File: src/rtl/adc_pwr_pkg.sv
package adc_pwr_pkg;

  typedef enum logic [1:0] {
    MODE_RUN    = 2'd0,
    MODE_COREDN = 2'd1,
    MODE_REFDN  = 2'd2,
    MODE_OFF    = 2'd3
  } pwr_mode_e;

  typedef enum logic [2:0] {
    ST_OFF      = 3'd0,
    ST_CLK      = 3'd1,
    ST_BGWAIT   = 3'd2,
    ST_BGOK     = 3'd3,
    ST_COREWAIT = 3'd4,
    ST_ALLWAIT  = 3'd5,
    ST_OPER     = 3'd6
  } pwr_state_e;

  typedef struct packed {
    logic clk_on;
    logic bg_on;
    logic ref_on;
    logic core_on;
    logic rdy;
  } pwr_out_s;

  // Ceiling of hz*us/1e6, never below one cycle.
  function automatic longint us_to_cyc(longint hz, longint us);
    longint c;
    c = (hz * us + 64'd999999) / 64'd1000000;
    if (c < 1) c = 1;
    return c;
  endfunction

  function automatic pwr_out_s decode_state(pwr_state_e s);
    pwr_out_s o;
    o = '0;
    case (s)
      ST_OFF:      o = '0;
      ST_CLK:      o = '{clk_on: 1'b1, default: 1'b0};
      ST_BGWAIT,
      ST_BGOK:     o = '{clk_on: 1'b1, bg_on: 1'b1, ref_on: 1'b1, default: 1'b0};
      ST_COREWAIT,
      ST_ALLWAIT:  o = '{clk_on: 1'b1, bg_on: 1'b1, ref_on: 1'b1, core_on: 1'b1, rdy: 1'b0};
      ST_OPER:     o = '1;
      default:     o = '0;
    endcase
    return o;
  endfunction

endpackage

File: src/rtl/adc_pwr_timer.sv
module adc_pwr_timer #(
  parameter int W = 8
) (
  input  logic         clk,
  input  logic         rst_n,
  input  logic         load,
  input  logic [W-1:0] load_val,
  output logic         expired
);
  logic [W-1:0] cnt;

  always_ff @(posedge clk) begin
    if (!rst_n)          cnt <= '0;
    else if (load)       cnt <= load_val;
    else if (cnt != '0)  cnt <= cnt - 1'b1;
  end

  assign expired = (cnt == '0);

  // timing base: an idle counter stays at zero, never wraps
  p_no_wrap_r4: assert property (@(posedge clk) disable iff (!rst_n)
    ($past(expired) && !$past(load)) |-> expired);
endmodule

File: src/rtl/adc_pwr_fsm.sv
module adc_pwr_fsm
  import adc_pwr_pkg::*;
#(
  parameter int         W         = 8,
  parameter logic [W-1:0] BGR_LOAD  = '0,
  parameter logic [W-1:0] CORE_LOAD = '0
) (
  input  logic         clk,
  input  logic         rst_n,
  input  pwr_mode_e    target,
  input  logic         style_sel,
  input  logic         expired,
  output pwr_state_e   state,
  output logic         load,
  output logic [W-1:0] load_val
);
  pwr_state_e nxt;
  logic       want_low;

  assign want_low = (target == MODE_OFF) || (target == MODE_REFDN);

  always_comb begin
    nxt = state;
    case (state)
      ST_OFF:
        if (target != MODE_OFF) nxt = ST_CLK;
      ST_CLK:
        if (target == MODE_OFF)                     nxt = ST_OFF;
        else if (target == MODE_REFDN)              nxt = ST_CLK;
        else if (style_sel && target == MODE_RUN)   nxt = ST_ALLWAIT;
        else                                        nxt = ST_BGWAIT;
      ST_BGWAIT:
        if (want_low)                               nxt = ST_CLK;
        else if (expired && target == MODE_RUN)     nxt = ST_COREWAIT;
        else if (expired)                           nxt = ST_BGOK;
      ST_BGOK:
        if (want_low)                               nxt = ST_CLK;
        else if (target == MODE_RUN)                nxt = ST_COREWAIT;
      ST_COREWAIT:
        if (target != MODE_RUN)                     nxt = ST_BGOK;
        else if (expired)                           nxt = ST_OPER;
      ST_ALLWAIT:
        if (target != MODE_RUN)                     nxt = ST_BGWAIT;
        else if (expired)                           nxt = ST_OPER;
      ST_OPER:
        if (target != MODE_RUN)                     nxt = ST_BGOK;
      default:                                      nxt = ST_OFF;
    endcase
  end

  assign load = (nxt != state) &&
                (nxt == ST_BGWAIT || nxt == ST_COREWAIT || nxt == ST_ALLWAIT);
  assign load_val = (nxt == ST_COREWAIT) ? CORE_LOAD : BGR_LOAD;

  always_ff @(posedge clk) begin
    if (!rst_n) state <= ST_OFF;
    else        state <= nxt;
  end

  // operation is reached only through a settling wait
  p_oper_after_wait_r5: assert property (@(posedge clk) disable iff (!rst_n)
    (state == ST_OPER && $past(state) != ST_OPER) |->
      ($past(state) == ST_COREWAIT || $past(state) == ST_ALLWAIT));
  // from operation the only exit is core-down
  p_exit_oper_r9: assert property (@(posedge clk) disable iff (!rst_n)
    ($past(state) == ST_OPER && state != ST_OPER) |-> state == ST_BGOK);
endmodule

File: src/rtl/adc_conv_gate.sv
module adc_conv_gate (
  input  logic clk,
  input  logic rst_n,
  input  logic ready,
  input  logic conv_valid,
  output logic conv_fire,
  output logic conv_err
);
  always_ff @(posedge clk) begin
    if (!rst_n) begin
      conv_fire <= 1'b0;
      conv_err  <= 1'b0;
    end else begin
      conv_fire <= conv_valid && ready;
      conv_err  <= conv_valid && !ready;
    end
  end

  // accept only when ready was high, refuse only when it was low
  p_fire_ready_r7: assert property (@(posedge clk) disable iff (!rst_n)
    conv_fire |-> $past(ready));
  p_err_notready_r7: assert property (@(posedge clk) disable iff (!rst_n)
    conv_err |-> !$past(ready));
  p_excl_r7: assert property (@(posedge clk) disable iff (!rst_n)
    !(conv_fire && conv_err));
endmodule

File: src/rtl/adc_pwr_seq.sv
module adc_pwr_seq
  import adc_pwr_pkg::*;
#(
  parameter longint CLK_HZ  = 100_000_000,
  parameter longint BGR_US  = 5000,
  parameter longint CORE_US = 50
) (
  input  logic       clk,
  input  logic       rst_n,
  input  logic [1:0] mode_req,
  input  logic       style_sel,
  input  logic       conv_valid,
  output logic       conv_ready,
  output logic       conv_fire,
  output logic       conv_err,
  output logic       adc_clk_en,
  output logic       bg_en,
  output logic       ref_en,
  output logic       core_en
);
  localparam longint CORE_FLOOR_US = 20;
  localparam longint CORE_EFF_US   = (CORE_US < CORE_FLOOR_US) ? CORE_FLOOR_US : CORE_US;
  localparam longint BGR_CYC       = us_to_cyc(CLK_HZ, BGR_US);
  localparam longint CORE_CYC      = us_to_cyc(CLK_HZ, CORE_EFF_US);
  localparam longint MAX_CYC       = (BGR_CYC > CORE_CYC) ? BGR_CYC : CORE_CYC;
  localparam int     CNT_W         = $clog2(MAX_CYC + 1);
  localparam logic [CNT_W-1:0] BGR_LOAD  = CNT_W'(BGR_CYC - 1);
  localparam logic [CNT_W-1:0] CORE_LOAD = CNT_W'(CORE_CYC - 1);

  pwr_state_e       state;
  logic             load;
  logic [CNT_W-1:0] load_val;
  logic             expired;
  pwr_out_s         outs;

  adc_pwr_fsm #(
    .W(CNT_W), .BGR_LOAD(BGR_LOAD), .CORE_LOAD(CORE_LOAD)
  ) u_fsm (
    .clk(clk), .rst_n(rst_n), .target(pwr_mode_e'(mode_req)),
    .style_sel(style_sel), .expired(expired),
    .state(state), .load(load), .load_val(load_val)
  );

  adc_pwr_timer #(.W(CNT_W)) u_timer (
    .clk(clk), .rst_n(rst_n), .load(load), .load_val(load_val), .expired(expired)
  );

  assign outs       = decode_state(state);
  assign adc_clk_en = outs.clk_on;
  assign bg_en      = outs.bg_on;
  assign ref_en     = outs.ref_on;
  assign core_en    = outs.core_on;
  assign conv_ready = outs.rdy;

  adc_conv_gate u_gate (
    .clk(clk), .rst_n(rst_n), .ready(conv_ready),
    .conv_valid(conv_valid), .conv_fire(conv_fire), .conv_err(conv_err)
  );

  // enable hierarchy holds every cycle
  p_core_needs_bgref_r2: assert property (@(posedge clk) disable iff (!rst_n)
    core_en |-> (bg_en && ref_en));
  p_bgref_needs_clk_r2: assert property (@(posedge clk) disable iff (!rst_n)
    (bg_en || ref_en) |-> adc_clk_en);
  // ready implies the full operational set
  p_ready_full_r6: assert property (@(posedge clk) disable iff (!rst_n)
    conv_ready |-> (core_en && adc_clk_en));
  // each level falls only after the one above it is already down
  p_bg_falls_late_r9: assert property (@(posedge clk) disable iff (!rst_n)
    $fell(bg_en) |-> $past(!core_en));
  p_clk_falls_late_r9: assert property (@(posedge clk) disable iff (!rst_n)
    $fell(adc_clk_en) |-> $past(!bg_en && !ref_en));
  // ready and core drop together
  p_ready_core_fall_r8: assert property (@(posedge clk) disable iff (!rst_n)
    $fell(core_en) |-> !conv_ready);
endmodule

File: config.mk
export PLATFORM = sky130hd
export DESIGN_NAME = adc_pwr_seq
export DESIGN_NICKNAME = d
export VERILOG_FILES = /design/src/rtl/adc_pwr_pkg.sv /design/src/rtl/adc_pwr_timer.sv /design/src/rtl/adc_pwr_fsm.sv /design/src/rtl/adc_conv_gate.sv /design/src/rtl/adc_pwr_seq.sv
export SDC_FILE = /design/constraint.sdc
export NUM_CORES = 1
export LEC_CHECK = 0
export BUFFER_PORTS_ARGS = -buffer_cell sky130_fd_sc_hd__buf_2
export CELL_PAD_IN_SITES_DETAIL_PLACEMENT = 1
export CELL_PAD_IN_SITES_GLOBAL_PLACEMENT = 1
export CORE_AREA = 2 2 74 76
export CTS_BUF_LIST = sky130_fd_sc_hd__clkbuf_16
export CTS_CLUSTER_DIAMETER = 60
export DETAILED_ROUTE_END_ITERATION = 7
export DIE_AREA = 0 0 76 78
export PLACE_DENSITY_LB_ADDON = 0.1
export SLEW_MARGIN = 15
export SYNTH_ARGS = -nofsm -noshare
export SYNTH_HDL_FRONTEND = slang
export SYNTH_HIERARCHICAL = 1
export SYNTH_SLANG_ARGS = --single-unit
File: constraint.sdc
create_clock -name clk -period 10 [get_ports clk]
set_input_delay 0 -clock clk [delete_from_list [all_inputs] [get_ports clk]]
set_output_delay 0 -clock clk [all_outputs]
set_load 0.01 [all_outputs]
==> impl_metrics.toml, run 1 <==
[power_and_ir_drop]
powerDensity_nw_per_um2 = 317
ir_worst_vdd_uv = 121
p_leak_nw = 0.691

[clock_tree]
clock_latency_ps = 260
cts_max_level = 1
postCtsSetupBuffers = 0
tritoncts = "yes"
cts_made_buffers = 3
cts-root-buf = "clkbuf_16"
cts_buffer_depth = 2
clock-sinks = 24
clkTransAtPathRegs_ps = 70

[synthesis]
synth_cell_type_count = 64
synthTopCellsByArea = "dfxtp_1, buf_4, nand2_1"
synth_cells = 215
synth_top_area_share_pct = 27.5
synth-async-reset-ratio_pct = 0
yosysTopAreaCell = "dfxtp_1"
syn_area_per_cell_um2 = 8.13
yosys_warnings = 6
synth_area_um2 = 1750
ys.flop_type = "dfxtp_1"
synth_seq_cells = 24
yosysSeqAreaShare_pct = 27.5
synth_edf_count = 0

[drt]
vias = 1523
drc = 0
via_per_inst = 5.44
first_iter_violations = 61
first_pass_iters = 4
avgRoutedWirePerCell_um = 15.9
drt-total-wl_um = 4450
ant_nets = 0

[sta]
worst_slew_pin_slew_ps = 651
final_max_slew_viol_count = 0
hold_viol_final = 0
max-slew-margin-rel_pct = 56.2
finalSetupViolCount = 0
period_share_pct = 45.1
finalCriticalPeriod_ps = 4510
fmax_ghz = 0.222
timing.setup.tns_ps = 0
worst_slack_ps = 5490
grt_setup_unrepaired = "no"
clock_skew_ps = 2.59

[worst_setup_path]
reg2reg_setup_slack_ps = 5490
path_class = "reg2reg"
critPathMaxFanout = 17
worst_setup_path_start_kind = "register"
rr_worst_depth = 13
required_ps = 10190
r2r_start = "u_timer/cnt[0]$_SDFFE_PN0P_"
crit_path_start = "u_timer/cnt[0]$_SDFFE_PN0P_"
worstPathArrival_ps = 4700
endpoint_kind = "register"

[placement]
place.port_buffers = 12
place.gp.congestion = 0.794
post-place-ws_ps = 5560
dp_hpwl_um = 3160

[global_route]
grt_pass1_vias = 1575
grt_overflow_total = 0
grt_pass1_wl_um = 7620
antenna_found_initial = 0
grt_max_degree = 24
gr-usage-all-layers_pct = 15.6

[finish]
final_core_util_pct = 36.6
seq_area_um2 = 480
fill_cells = 620
area_delta_synth_final_pct = 5.58
final_net_count = 218
final_cell_mix = "dfxtp_1, nand2_1, nor2_1, buf_2, o21ai_0"
drive_gt1_share_pct = 16.2
layout_commonest_cell = "dfxtp_1"
multi_input_area_um2 = 1070
insertedDiodeCount = 0

[floorplanning]
die_y_um = 78
num_io_pins = 13
fp-row-count = 26
design.die.area_um2 = 5930
die_w_um = 76
coreArea_um2 = 5040
start_util_pct = 34.7

[min_path]
holdCritStartpoint = "rst_n"
min-delay-path-class = "in2reg"
hold_depth = 2

[job]
cap_violations = 0

[status]
status = "finished clean"
layout make-up:
cell class / count / area share [%]
clock inverter: 1 / 1.63
clock buffer: 3 / 4.07
tap: 70 / 4.75
inverter: 9 / 1.83
timing repair buffer: 13 / 3.80
multi-input combinational: 160 / 57.9
sequential: 24 / 26.0
kinds of logic (layout without fill, tap and decap cells):
logic type                 Yosys count  count (layout)  synth area share (%)
DFF                                 24              24                  27.5
adders and majority gates            1               1                 0.716
buffers and inverters               38              26                  12.9
AOI/OAI and AO/OA                   60              60                  25.5
other                                2               9                 0.430
muxes                                2               2                  1.43
and+or+nand+nor                     80              80                  27.6
xor gates and xnor gates             8               8                  4.01
Yosys cell counts (all sizes together) (4+ instances only):
| cell type | n |
|---|---|
| a211oi | 4 |
| a21boi | 4 |
| a21oi | 7 |
| and3 | 4 |
| buf | 25 |
| clkbuf | 4 |
| dfxtp | 24 |
| inv | 9 |
| nand2 | 15 |
| nand2b | 7 |
| nand3 | 7 |
| nor2 | 13 |
| nor3 | 6 |
| nor4 | 5 |
| o21ai | 13 |
| or4 | 5 |
| xnor2 | 4 |
| xor2 | 4 |
layer usage:
| metal | GRT usage [%] | part of all wire, % |
|---|---|---|
| met1 | 20.8 | 49 |
| met2 | 26.3 | 48 |
| met3 | 2.44 | 2.2 |
| met4 | 4.18 | 0.76 |
| met5 | 0 | 0 |
where the power goes:
group	total, mW	switching, mW	internal [mW]
clock	0.117	0.0375	0.0797
combinational	0.290	0.172	0.119
sequential	0.178	0.0488	0.129
total	0.586	0.258	0.328
path summary, 6_finish.rpt:
check / endpoint
worst max-delay path: u_timer/cnt[17]$_SDFFE_PN0P_
worst min-delay path: u_timer/cnt[5]$_SDFFE_PN0P_
worst max register to register: u_timer/cnt[17]$_SDFFE_PN0P_
worst min register to register: u_timer/cnt[18]$_SDFFE_PN0P_
sequential cells by signal, summed over array words and instances (netlist names):
signal and cells:
u_fsm/state 3, u_timer/cnt 19, u_gate/conv_fire 1, u_gate/conv_err 1
metrics by stage:
stage | power (mW) | std cells | instance area, um2 | hold WS, ps
finish | 0.586 | 280 | 1850 | 181
global route | 0.631 | 280 | 1850 | 213
global placement | 0.461 | 275 | 1730 | 243
detailed placement | 0.465 | 275 | 1730 | 256
CTS | 0.586 | 280 | 1850 | 188
floorplan | 0.398 | 222 | 1770 | 122
repair_timing:
action                                  CTS  global route
resized for setup                         0             0
endpoints found under the setup margin    0             0
hold endpoints to repair                  1             0
hold buffers                              1             0
critical path, stage by stage (launching register included):
cell and delay (ps):
dfxtp_1 360, inv_1 100, ha_1 210, nor4b_2 520
nand4_1 610, nor2_1 550, or2_2 190, a211oi_1 70
a211oi_2 370, mux2_4 430, inv_1 300, nand2_1 160
o21bai_1 320, a22oi_1 240
(Power assumes the default switching activity.)
==> run 2, diff against run 1 <==
- clock period: 10 -> 4.1 ns (I/O delays scaled with it)
==> run 2 against run 1 <==
Effect of this change:
- non-clock buffer count increased by 4
- count of clock-buffer cells in the layout unchanged
- critical path type unchanged
- combinational power increased to 2.6 times the previous value
- wire length increased by 2.5%
- largest power group unchanged
- die area unchanged
==> impl_metrics.toml, run 2 (same netlist as run 1, synthesis figures left out) <==
[status]
status = "finished clean"

[global_route]
gr-usage-all-layers_pct = 16.1
antenna_found_initial = 0
grt_pass1_vias = 1572
grt_pass1_wl_um = 7730
grt_max_degree = 24
grt_overflow_total = 0

[finish]
layout_commonest_cell = "dfxtp_1"
final_net_count = 222
insertedDiodeCount = 0
reg_top3 = "u_timer/cnt x19, u_fsm/state x3"
largest_reg_flops = 19
final_cell_mix = "dfxtp_1, nand2_1, nor2_1, buf_2, o21ai_0"
fill_cells = 626
area_delta_synth_final_pct = 7.16
drive_gt1_share_pct = 18.2
regMostFlops = "u_timer/cnt"

[worst_setup_path]
cp_num_buf_inv = 2
path_class = "reg2reg"
slowest_stage = "nor2_1"
worstPathArrival_ps = 3740
worst_setup_path_start_kind = "register"
crit_family = "simple AND/OR/NAND/NOR gates"
endpoint_kind = "register"
path_cells = "inv_1 -> ha_1 -> nor4b_2 -> buf_4 -> nand4_1 -> nor2_1 -> or2_2 -> a211oi_1 -> a211oi_2 -> mux2_4 -> and2_1 -> nand2_1 -> and4_2 -> a2111oi_2"
cp_slowest_stage_delay_ps = 370
required_ps = 4260
critPathMaxFanout = 17

[drt]
drt-total-wl_um = 4560
drc = 0
first_iter_violations = 39
ant_nets = 0
vias = 1536
first_pass_iters = 4
via_per_inst = 5.41
avgRoutedWirePerCell_um = 16.1

[placement]
place.port_buffers = 12
post-place-ws_ps = 533
place.gp.congestion = 0.837
dp_hpwl_um = 3390

[clock_tree]
clkTransAtPathRegs_ps = 70
tritoncts = "yes"
cts_max_level = 1
postCtsSetupBuffers = 0
clock_latency_ps = 260
cts_buffer_depth = 2
cts_resized = 0
cts-root-buf = "clkbuf_16"
clock-sinks = 24
cts_made_buffers = 3
ctsHoldBuffers = 0

[power_and_ir_drop]
p_leak_nw = 0.710
powerDensity_nw_per_um2 = 789
power_frac_seq_pct = 29.2
pwr-share-clk_pct = 19.2
power_frac_comb_pct = 51.6
ir_worst_vdd_uv = 249
p_int_uw = 840
switching_share_pct = 43.1
power.switching_uw = 637

[sta]
hold_viol_final = 0
finalCriticalPeriod_ps = 3580
max-slew-margin-rel_pct = 61.8
worst_slack_ps = 522
finalSetupViolCount = 0
worst_slew_pin_slew_ps = 572
hold_ws_ps = 2.34
clock_skew_ps = 3.99
grt_setup_unrepaired = "no"
timing.setup.tns_ps = 0
fmax_ghz = 0.279
final_max_slew_viol_count = 0
period_share_pct = 87.3

[floorplanning]
fp-row-count = 26
coreArea_um2 = 5040
die_y_um = 78
start_util_pct = 34.7
num_io_pins = 13
design.die.area_um2 = 5930
die_w_um = 76

[job]
cap_violations = 0

[min_path]
min-delay-path-class = "in2reg"
[run 2: cell types whose count changed in the layout (fill, tap and decap cells not counted)]
cell	change
dlygate4sd3_1	-1
buf_4	+5
[run 2: power by group through the flow]
stage                     registers (mW)  logic [mW]  clock network, mW
final                              0.431       0.762              0.284
after detailed placement           0.435       0.763                  0
after global placement             0.429       0.749                  0
after global routing               0.447       0.845              0.302
after CTS                          0.430       0.768              0.291
after floorplan                    0.397       0.574                  0
[run 2: final timing paths]
check	startpoint	end	slack (ps)	cells after the start
min	conv_valid	u_gate/conv_err$_SDFF_PN0_	2	2
max	u_timer/cnt[0]$_SDFFE_PN0P_	u_timer/cnt[15]$_SDFFE_PN0P_	520	14
max reg2reg	u_timer/cnt[0]$_SDFFE_PN0P_	u_timer/cnt[15]$_SDFFE_PN0P_	520	14
min reg2reg	u_timer/cnt[18]$_SDFFE_PN0P_	u_timer/cnt[18]$_SDFFE_PN0P_	500	2
[run 2: final cells by class]
type | count | area (um2) | share of cell area [%]
flip-flops and latches | 24 | 480 | 25.7
multi-input cells | 160 | 1070 | 57.0
clock buffers | 3 | 75.1 | 4.01
repair buffers | 17 | 97.6 | 5.21
inverters | 9 | 33.8 | 1.80
well taps | 70 | 87.6 | 4.68
clock inverters | 1 | 30.0 | 1.60
[run 2: per-layer routing]
layer | part of all wire, % | GRT usage, %
met4 | 0.75 | 4.00
met2 | 50 | 28.8
met5 | 0 | 0
met3 | 1.5 | 2.44
met1 | 48 | 20.3
[run 2: metrics by stage]
| stage | util (%) | total power, mW | std cells | instance area [um2] |
|---|---|---|---|---|
| floorplan | - | 0.971 | 222 | 1770 |
| global placement | 35.1 | 1.18 | 280 | 1770 |
| detailed placement | 35.1 | 1.20 | 280 | 1770 |
| CTS | 37.1 | 1.49 | 284 | 1870 |
| global route | 37.1 | 1.59 | 284 | 1870 |
| finish | 37.1 | 1.48 | 284 | 1870 |
==> run 3, diff against run 2 <==
- clock period: 4.1 -> 3.4 ns (I/O delays scaled with it)
==> run 3 against run 2 <==
Effect of this change:
- critical path depth fell by 1
- clock skew down 1.7 ps
- total power rose by 19%
- via count increased by 1.3%
- hold slack better by 180 ps
- sequential power rose by 20%
- sequential cell count stayed put
- first-iteration DRC count increased by 31%
- wire length grew 2.0%
- register-to-register slack worse by 190 ps
- die area stayed put
- sequential share of layout area down 0.59 points
- critical path type unchanged
- largest cell class unchanged
==> impl_metrics.toml, run 3 (same netlist as run 1, synthesis figures left out) <==
[global_route]
grt_pass1_vias = 1660
grt_overflow_total = 0
grt_max_degree = 24
grt_pass1_wl_um = 8060
gr-usage-all-layers_pct = 16.7
antenna_found_initial = 0

[worst_setup_path]
r2r_start = "u_timer/cnt[0]$_SDFFE_PN0P_"
cp.depth = 13
regToRegEndpoint = "u_timer/cnt[15]$_SDFFE_PN0P_"
slowest_stage = "dfxtp_1"
reg2reg_setup_slack_ps = 330
worstPathArrival_ps = 3230
rr_worst_depth = 13
crit_family = "simple AND/OR/NAND/NOR gates"
cp-endpoint = "u_timer/cnt[15]$_SDFFE_PN0P_"
critPathMaxFanout = 11
path_class = "reg2reg"
endpoint_kind = "register"
crit_path_start = "u_timer/cnt[0]$_SDFFE_PN0P_"
cp_num_buf_inv = 1
worst_setup_path_start_kind = "register"
cp_slowest_stage_delay_ps = 350
required_ps = 3560
path_cells = "inv_1 -> ha_1 -> nor4b_4 -> nand4_1 -> nor2_4 -> or4b_1 -> o221ai_1 -> a211oi_1 -> mux2_4 -> and2_1 -> nand2_1 -> and4_2 -> a2111oi_2"

[finish]
insertedDiodeCount = 0
regMostFlops = "u_timer/cnt"
drive_gt1_share_pct = 20.5
final_cell_mix = "dfxtp_1, nand2_1, nor2_1, buf_2"
seq_area_um2 = 480
fill_cells = 615
reg_top3 = "u_timer/cnt x19, u_fsm/state x3"
final_area_um2 = 1920
final_net_count = 228
largest_reg_flops = 19
area_delta_synth_final_pct = 9.66
multi_input_area_um2 = 1090
layout_commonest_cell = "dfxtp_1"

[clock_tree]
cts_buffer_depth = 2
cts_made_buffers = 3
clock_latency_ps = 260
clock-sinks = 24
tritoncts = "yes"
cts_max_level = 1
clkTransAtPathRegs_ps = 60
postCtsSetupBuffers = 0
cts-root-buf = "clkbuf_16"

[placement]
dp_hpwl_um = 3510
post-place-ws_ps = 223
placed_area_um2 = 1810
place.port_buffers = 12
place.gp.congestion = 0.764

[floorplanning]
die_y_um = 78
num_io_pins = 13
fp-row-count = 26
design.die.area_um2 = 5930
start_util_pct = 34.7
die_w_um = 76
coreArea_um2 = 5040

[job]
cap_violations = 0

[drt]
via_per_inst = 5.37
drc = 0
vias = 1556
first_iter_violations = 51
first_pass_iters = 4
ant_nets = 0
drt-total-wl_um = 4650
avgRoutedWirePerCell_um = 16.0

[sta]
finalSetupViolCount = 0
finalCriticalPeriod_ps = 3070
final_max_slew_viol_count = 0
timing.setup.tns_ps = 0
max-slew-margin-rel_pct = 63.0
period_share_pct = 90.3
worst_slew_pin_slew_ps = 554
hold_ws_ps = 185
grt_setup_unrepaired = "no"
worst_slack_ps = 329
fmax_ghz = 0.326
clock_skew_ps = 2.30
hold_viol_final = 0

[power_and_ir_drop]
powerDensity_nw_per_um2 = 920
p_leak_nw = 0.733
ir_worst_vdd_uv = 362

[status]
status = "finished clean"

[min_path]
min-delay-path-class = "in2reg"
## run 3: cell count changes in the layout (fill, tap and decap cells not counted)
cell / before / now
nor4b_2: 1 / 0
nor4b_4: 0 / 1
a311oi_1: 2 / 1
bufinv_16: 1 / 0
clkinv_1: 0 / 1
nor2_4: 0 / 1
nor2_1: 13 / 12
buf_4: 5 / 10
a311oi_2: 0 / 1
dlygate4sd3_1: 0 / 1
## run 3: area by class of cell
class	instances	share of cell area, %
Tap cell	70	4.57
Multi-Input combinational cell	160	56.9
Clock inverter	1	0.196
Timing Repair Buffer	23	7.57
Clock buffer	3	3.92
Sequential cell	24	25.1
Inverter	9	1.76
## run 3: what timing repair did
item / in CTS / in global routing
resized for setup: 0 / 3
hold endpoints to repair: 1 / 0
endpoints found under the setup margin: 0 / 11
hold buffers: 1 / 0
## run 3: report_power, final
part	switching [mW]	leakage, nW	internal [mW]
clock network	0.105	0.0385	0.157
logic	0.546	0.497	0.437
registers	0.138	0.197	0.380
## run 3: metal layers
| layer | GRT usage [%] | share of wire (%) | vias up |
|---|---|---|---|
| met3 | 1.86 | 1.1 | 6 |
| met4 | 5.09 | 1.3 | 0 |
| li1 | - | - | 777 |
| met1 | 20.8 | 48 | 765 |
| met2 | 30.2 | 50 | 8 |
| met5 | 0 | 0 | - |
## run 3: metrics by stage
step,util (%),cells,total power [mW]
after floorplan,-,222,1.18
after global placement,36.0,285,1.47
after detailed placement,36.0,285,1.49
after CTS,37.7,290,1.76
after global routing,38.0,290,1.91
final,38.0,290,1.76
## run 3: how the worst min path moves through the flow
stage / endpoint / from / cells after the start / slack [ps]
final: u_timer/cnt[10]$_SDFFE_PN0P_ / rst_n / 2 / 190
after CTS: u_timer/cnt[10]$_SDFFE_PN0P_ / rst_n / 2 / 190
after floorplan: u_fsm/state[2]$_SDFF_PN0_ / rst_n / 1 / 120
after global routing: u_timer/cnt[10]$_SDFFE_PN0P_ / rst_n / 2 / 210
after global placement: u_gate/conv_err$_SDFF_PN0_ / conv_valid / 2 / 240
after detailed placement: u_gate/conv_err$_SDFF_PN0_ / conv_valid / 2 / 260
